`config.mk`:
```
export PLATFORM = sky130hd
export DESIGN_NAME = rtf_fifo
export DESIGN_NICKNAME = d
export VERILOG_FILES = /design/src/rtl/rtf_pkg.sv /design/src/rtl/rtf_ctrl.sv /design/src/rtl/rtf_store.sv /design/src/rtl/rtf_fifo.sv
export SDC_FILE = /design/constraint.sdc
export NUM_CORES = 1
export LEC_CHECK = 0
export BUFFER_PORTS_ARGS = -buffer_cell sky130_fd_sc_hd__buf_2
export CORE_ASPECT_RATIO = 1.25
export CORE_MARGIN = 2
export CORE_UTILIZATION = 50
export CTS_CLUSTER_DIAMETER = 150
export DETAILED_ROUTE_END_ITERATION = 10
export PLACE_DENSITY = 0.69
export SLEW_MARGIN = 40
export SYNTH_ARGS = -nofsm -noshare
export SYNTH_HDL_FRONTEND = slang
export SYNTH_HIERARCHICAL = 1
export SYNTH_SLANG_ARGS = --single-unit
export TNS_END_PERCENT = 50
```
`constraint.sdc`:
```
create_clock -name clk -period 2.94 [get_ports clk]
set_clock_uncertainty 0.05 [all_clocks]
set_input_delay 0.588 -clock clk [delete_from_list [all_inputs] [get_ports clk]]
set_output_delay 0.588 -clock clk [all_outputs]
set_load 0.005 [all_outputs]
```
`src/rtl/rtf_pkg.sv`:
```
package rtf_pkg;

    localparam int WORD_W = 9;

    typedef logic [WORD_W-1:0] word_t;

    // accepted actions for one cycle, decided by the controller
    typedef struct packed {
        logic put;      // a write lands in storage
        logic take;     // a read is performed
        logic bypass;   // the read takes the incoming word directly
        logic rewind;   // read position goes back to zero
    } action_t;

    function automatic logic above_half(input int unsigned occ, input int unsigned depth);
        return occ > (depth / 2);
    endfunction

endpackage

```
`src/rtl/rtf_ctrl.sv`:
```
module rtf_ctrl
    import rtf_pkg::*;
#(
    parameter int DEPTH  = 16,
    parameter int ADDR_W = $clog2(DEPTH)
) (
    input  logic              clk,
    input  logic              rst,
    input  logic              wr_en,
    input  logic              rd_en,
    input  logic              rewind,
    output action_t           act,
    output logic [ADDR_W-1:0] wr_addr,
    output logic [ADDR_W-1:0] rd_addr,
    output logic              empty,
    output logic              full,
    output logic              half_full
);

    localparam int CNT_W = ADDR_W + 1;
    localparam logic [CNT_W-1:0] FULL_CNT = CNT_W'(DEPTH);
    localparam logic [CNT_W-1:0] HALF_CNT = CNT_W'(DEPTH / 2);

    logic [ADDR_W-1:0] wp_q, rp_q;
    logic [CNT_W-1:0]  occ_q;
    logic              hf_q;

    assign empty     = (occ_q == '0);
    assign full      = (occ_q == FULL_CNT);
    assign half_full = hf_q;
    assign wr_addr   = wp_q;
    assign rd_addr   = rp_q;

    always_comb begin
        act.put    = wr_en && (!full || rd_en);
        act.take   = rd_en && (!empty || wr_en);
        act.bypass = rd_en && wr_en && empty;
        act.rewind = rewind && !wr_en && !rd_en;
    end

    always_ff @(posedge clk) begin
        if (rst) begin
            wp_q  <= '0;
            rp_q  <= '0;
            occ_q <= '0;
            hf_q  <= 1'b0;
        end else if (act.rewind) begin
            rp_q  <= '0;
            occ_q <= {1'b0, wp_q};
            hf_q  <= above_half(int'(wp_q), DEPTH);
        end else begin
            if (act.put)  wp_q <= wp_q + 1'b1;
            if (act.take) rp_q <= rp_q + 1'b1;
            unique case ({act.put, act.take})
                2'b10: begin
                    occ_q <= occ_q + 1'b1;
                    if (occ_q == HALF_CNT) hf_q <= 1'b1;
                end
                2'b01: begin
                    occ_q <= occ_q - 1'b1;
                    if (occ_q == HALF_CNT + 1'b1) hf_q <= 1'b0;
                end
                default: ;
            endcase
        end
    end

endmodule

```
`src/rtl/rtf_store.sv`:
```
module rtf_store
    import rtf_pkg::*;
#(
    parameter int DEPTH  = 16,
    parameter int ADDR_W = $clog2(DEPTH)
) (
    input  logic              clk,
    input  logic              rst,
    input  action_t           act,
    input  logic [ADDR_W-1:0] wr_addr,
    input  logic [ADDR_W-1:0] rd_addr,
    input  word_t             wr_data,
    output word_t             rd_data,
    output logic              rd_valid
);

    word_t cells [DEPTH];
    word_t out_q;
    logic  vld_q;

    always_ff @(posedge clk) begin
        if (act.put) cells[wr_addr] <= wr_data;
    end

    always_ff @(posedge clk) begin
        if (rst) begin
            out_q <= '0;
            vld_q <= 1'b0;
        end else begin
            vld_q <= act.take;
            if (act.take) out_q <= act.bypass ? wr_data : cells[rd_addr];
        end
    end

    assign rd_data  = out_q;
    assign rd_valid = vld_q;

endmodule

```
`src/rtl/rtf_fifo.sv`:
```
module rtf_fifo
    import rtf_pkg::*;
#(
    parameter int DEPTH = 16
) (
    input  logic              clk,
    input  logic              rst,
    input  logic              wr_en,
    input  logic [WORD_W-1:0] wr_data,
    input  logic              rd_en,
    input  logic              rewind,
    output logic [WORD_W-1:0] rd_data,
    output logic              rd_valid,
    output logic              empty,
    output logic              full,
    output logic              half_full
);

    localparam int ADDR_W = $clog2(DEPTH);

    action_t           act;
    logic [ADDR_W-1:0] wa, ra;

    rtf_ctrl #(.DEPTH(DEPTH), .ADDR_W(ADDR_W)) u_ctrl (
        .clk(clk), .rst(rst), .wr_en(wr_en), .rd_en(rd_en), .rewind(rewind),
        .act(act), .wr_addr(wa), .rd_addr(ra),
        .empty(empty), .full(full), .half_full(half_full)
    );

    rtf_store #(.DEPTH(DEPTH), .ADDR_W(ADDR_W)) u_store (
        .clk(clk), .rst(rst), .act(act), .wr_addr(wa), .rd_addr(ra),
        .wr_data(wr_data), .rd_data(rd_data), .rd_valid(rd_valid)
    );

endmodule

```
==> results by group <==
Run status
  – Status: finished clean

Clock tree
  – Post-CTS repair timing setup buffer count: 0
  – Worst-path clk slew: 0.06 ns
  – Clock Tree Root: clkbuf_16
  – Clock Path Buffers: 2
  – Clk Latency, worst-skew pair: 0.41 ns
  – CTS tree: yes
  – Clk sink count: 168
  – H-Tree Depth: 4
  – CTS buffer count: 17

Route
  – Initial DRC count: 310
  – DR WL/cell: 22.9 um
  – Antenna Violating Nets Remaining: 0
  – Vias per Instance: 6.15
  – Post-route DRC: 0
  – First-pass detailed-route iteration total: 5
  – DR vias: 4016
  – Routed Wire Length: 15000 um

Critical path
  – CP Capture Type: flip-flop
  – Worst Path Max Fanout: 13
  – CP startpoint kind: flip-flop
  – CP max stage cell: nor2_1
  – CP cell instances: or3_1 -> o41ai_4 -> inv_1 -> buf_4 -> nor2_1 -> a221o_1 -> a211oi_1 -> a211oi_1
  – Critical path class: reg2reg
  – Reg2reg path depth: 8
  – CP max stage delay: 0.57 ns
  – Worst path required time: 3.21 ns
  – Most frequent CP cell: a211oi_1
  – Worst EP arrival: 3.10 ns

Logic synthesis
  – Yosys cell types: 53
  – Mapped Nets: 434
  – Synth top area share: 0.612
  – Area leader, netlist: edfxtp_1
  – Post-Synthesis Cells: between 400 and 500
  – Seq cells post-synth: roughly 170
  – Dominant cells by area after synthesis: edfxtp_1, dfxtp_1, mux4_1, mux4_2, a211oi_1
  – Ys Warns: 6
  – Sequential fraction of the synthesis area: 0.680
  – Syn Area/Cell: ~17 um2
  – Post-Syn Area: roughly 0.0071 mm2

Hold path
  – Worst Hold Path Cells: 3
  – HP Class: in2reg

Power and ir drop
  – Static Leak: about 2.7 nW
  – Total power: 5.46 mW
  – Power Dens Cells: between 600 and 700 mW/mm2
  – Peak VDD IR: about 0.36 mV

GRT
  – Pin count of the biggest net entering global routing: 32
  – First-pass GRT wire length: 23100 um
  – All-layer global routing usage: 0.215
  – Initial antenna violation count: 0
  – Number of global-route vias before repair: around 4000
  – Grt total ovfl: 0

STA
  – Setup violators final: 0
  – Worst hold slack: 0.490 ns
  – F_max: 352 MHz
  – Fin. Hold Viols: 0
  – Fin crit share: 0.966
  – Max transition margin: 0.530
  – Worst slew pin tran: about 0.7 ns
  – Setup TNS: 0 ns
  – Pins over their slew limit: 0
  – PnR worst setup slack: 0.101 ns
  – Tmin final: 2.84 ns

Final layout
  – Area growth syn-to-layout: 14.4%
  – # diodes: 0
  – Non-filler cells, final: 653
  – Fillcell total: 1033
  – Reg area: 0.00481 mm2
  – Final core utilization: 0.585
  – Area of the multi-input gates: 0.00205 mm2
  – Final net count: 488
  – Layout cells sized above 1: 0.257
  – Cell area after layout: 0.00808 mm2

Placement
  – IO buf count: 26
  – Dpl ws: 0.0609 ns
  – Area post-placement: 0.00745 mm2
  – Final GP Congestion: 0.906
  – Placed Cells: 621
  – Post-DP HPWL: 9850 um

Flow run
  – Max Cap Viol: 0

Die
  – Ports: 27
  – Die H: 137 um
  – Die ar.: about 0.015 mm2
  – Die X: 110 um
  – Initial core utilization: 0.511
  – Core Box Area: 0.0138 mm2
  – # rows: 48
## per-layer routing
layer / up-vias / routed length (um) / global-route usage
li1: 1787 / - / -
met1: 2018 / 5940 / 0.278
met2: 186 / 7530 / 0.345
met3: 25 / 915 / 0.0429
met4: 0 / 590 / 0.112
met5: - / 0 / 0
## state kept, by name (all words and copies together) (netlist names)
register	count
u_ctrl/half_full	1
u_ctrl/wr_addr	4
u_store/rd_valid	1
u_ctrl/rd_addr	4
u_store/cells	144
u_ctrl/occ_q	5
u_store/rd_data	9
## placed cells by master (no fill, tap or decap), types with 4 or more instances in the layout
| cell type | count |
|---|---|
| a211oi_1 | 20 |
| a21oi_1 | 7 |
| a221o_1 | 9 |
| a22oi_1 | 9 |
| buf_2 | 26 |
| buf_4 | 28 |
| clkbuf_16 | 19 |
| clkinvlp_4 | 4 |
| dfxtp_1 | 22 |
| edfxtp_1 | 144 |
| ha_1 | 7 |
| inv_1 | 8 |
| mux2_2 | 9 |
| mux2i_1 | 13 |
| mux4_1 | 15 |
| mux4_2 | 12 |
| nand2_1 | 8 |
| nand2b_1 | 4 |
| nor2_1 | 32 |
| nor3_1 | 8 |
| nor4_1 | 9 |
| o22ai_1 | 8 |
| xnor2_1 | 5 |
## cells by family after synthesis
kind of cell    after synthesis  share of synthesized area
fa+ha+maj                     9                     0.0170
buf+inv                      29                     0.0317
simple gates                 86                     0.0636
mux                          50                      0.129
compound gates               62                     0.0698
xor+xnor                      7                    0.00868
flops                       168                      0.680
## cell usage after synthesis, drive strengths merged
master,number
nor3,8
nor4,9
mux4,27
nor2,32
nand3,3
o22ai,8
and2b,1
fa,1
xnor2,5
xor2,2
o31ai,1
edfxtp,144
nor3b,1
a221o,9
nor2b,3
nand3b,3
nand4,2
clkbuf,2
a211oi,20
ha,8
a21oi,7
and3b,1
inv,9
or3b,2
nand2,9
or3,2
nand4b,1
and2,1
buf,17
a22oi,9
mux2i,13
mux2,10
o41ai,1
and3,2
o311a,1
a32oi,1
a21boi,1
o21ai,3
o31a,1
dfxtp,24
clkdlybuf4s25,1
or2,2
nand2b,4
## critical path, delay by kind of cell, from the launching register on
| family | cells | cell delay [ns] |
|---|---|---|
| flops | 1 | 0.36 |
| buf+inv | 2 | 0.38 |
| simple gates | 2 | 1.02 |
| compound gates | 4 | 0.91 |
## repair_timing
item / in CTS / in global routing
setup endpoints to repair: 0 / 1
hold buffers: 0 / 0
resized for setup: 0 / 2
## path summary, 6_finish.rpt
kind / from / end / slack, ns
worst max-delay path: u_ctrl/occ_q[1] / u_store/rd_data[2] / 0.10
worst max register to register: u_ctrl/occ_q[1] / u_store/rd_data[2] / 0.10
worst min register to register: u_store/rd_data[7] / u_store/rd_data[7] / 0.52
worst min-delay path: rewind / u_ctrl/occ_q[3] / 0.49
## power by group
group	internal [mW]	leakage [nW]	switching, mW
registers	2.65	1.50	0.0549
clock network	1.32	0.289	0.905
logic	0.215	0.914	0.309
total	4.19	2.70	1.27
## layout make-up
class	instances	share of cell area
Clock buffer	21	0.0623
Tap cell	175	0.0271
Inverter	9	0.00418
Sequential cell	168	0.595
Clock inverter	11	0.0135
Timing Repair Buffer	55	0.0446
Multi-Input combinational cell	214	0.253
No activity file was read; power rests on OpenSTA's default activity.
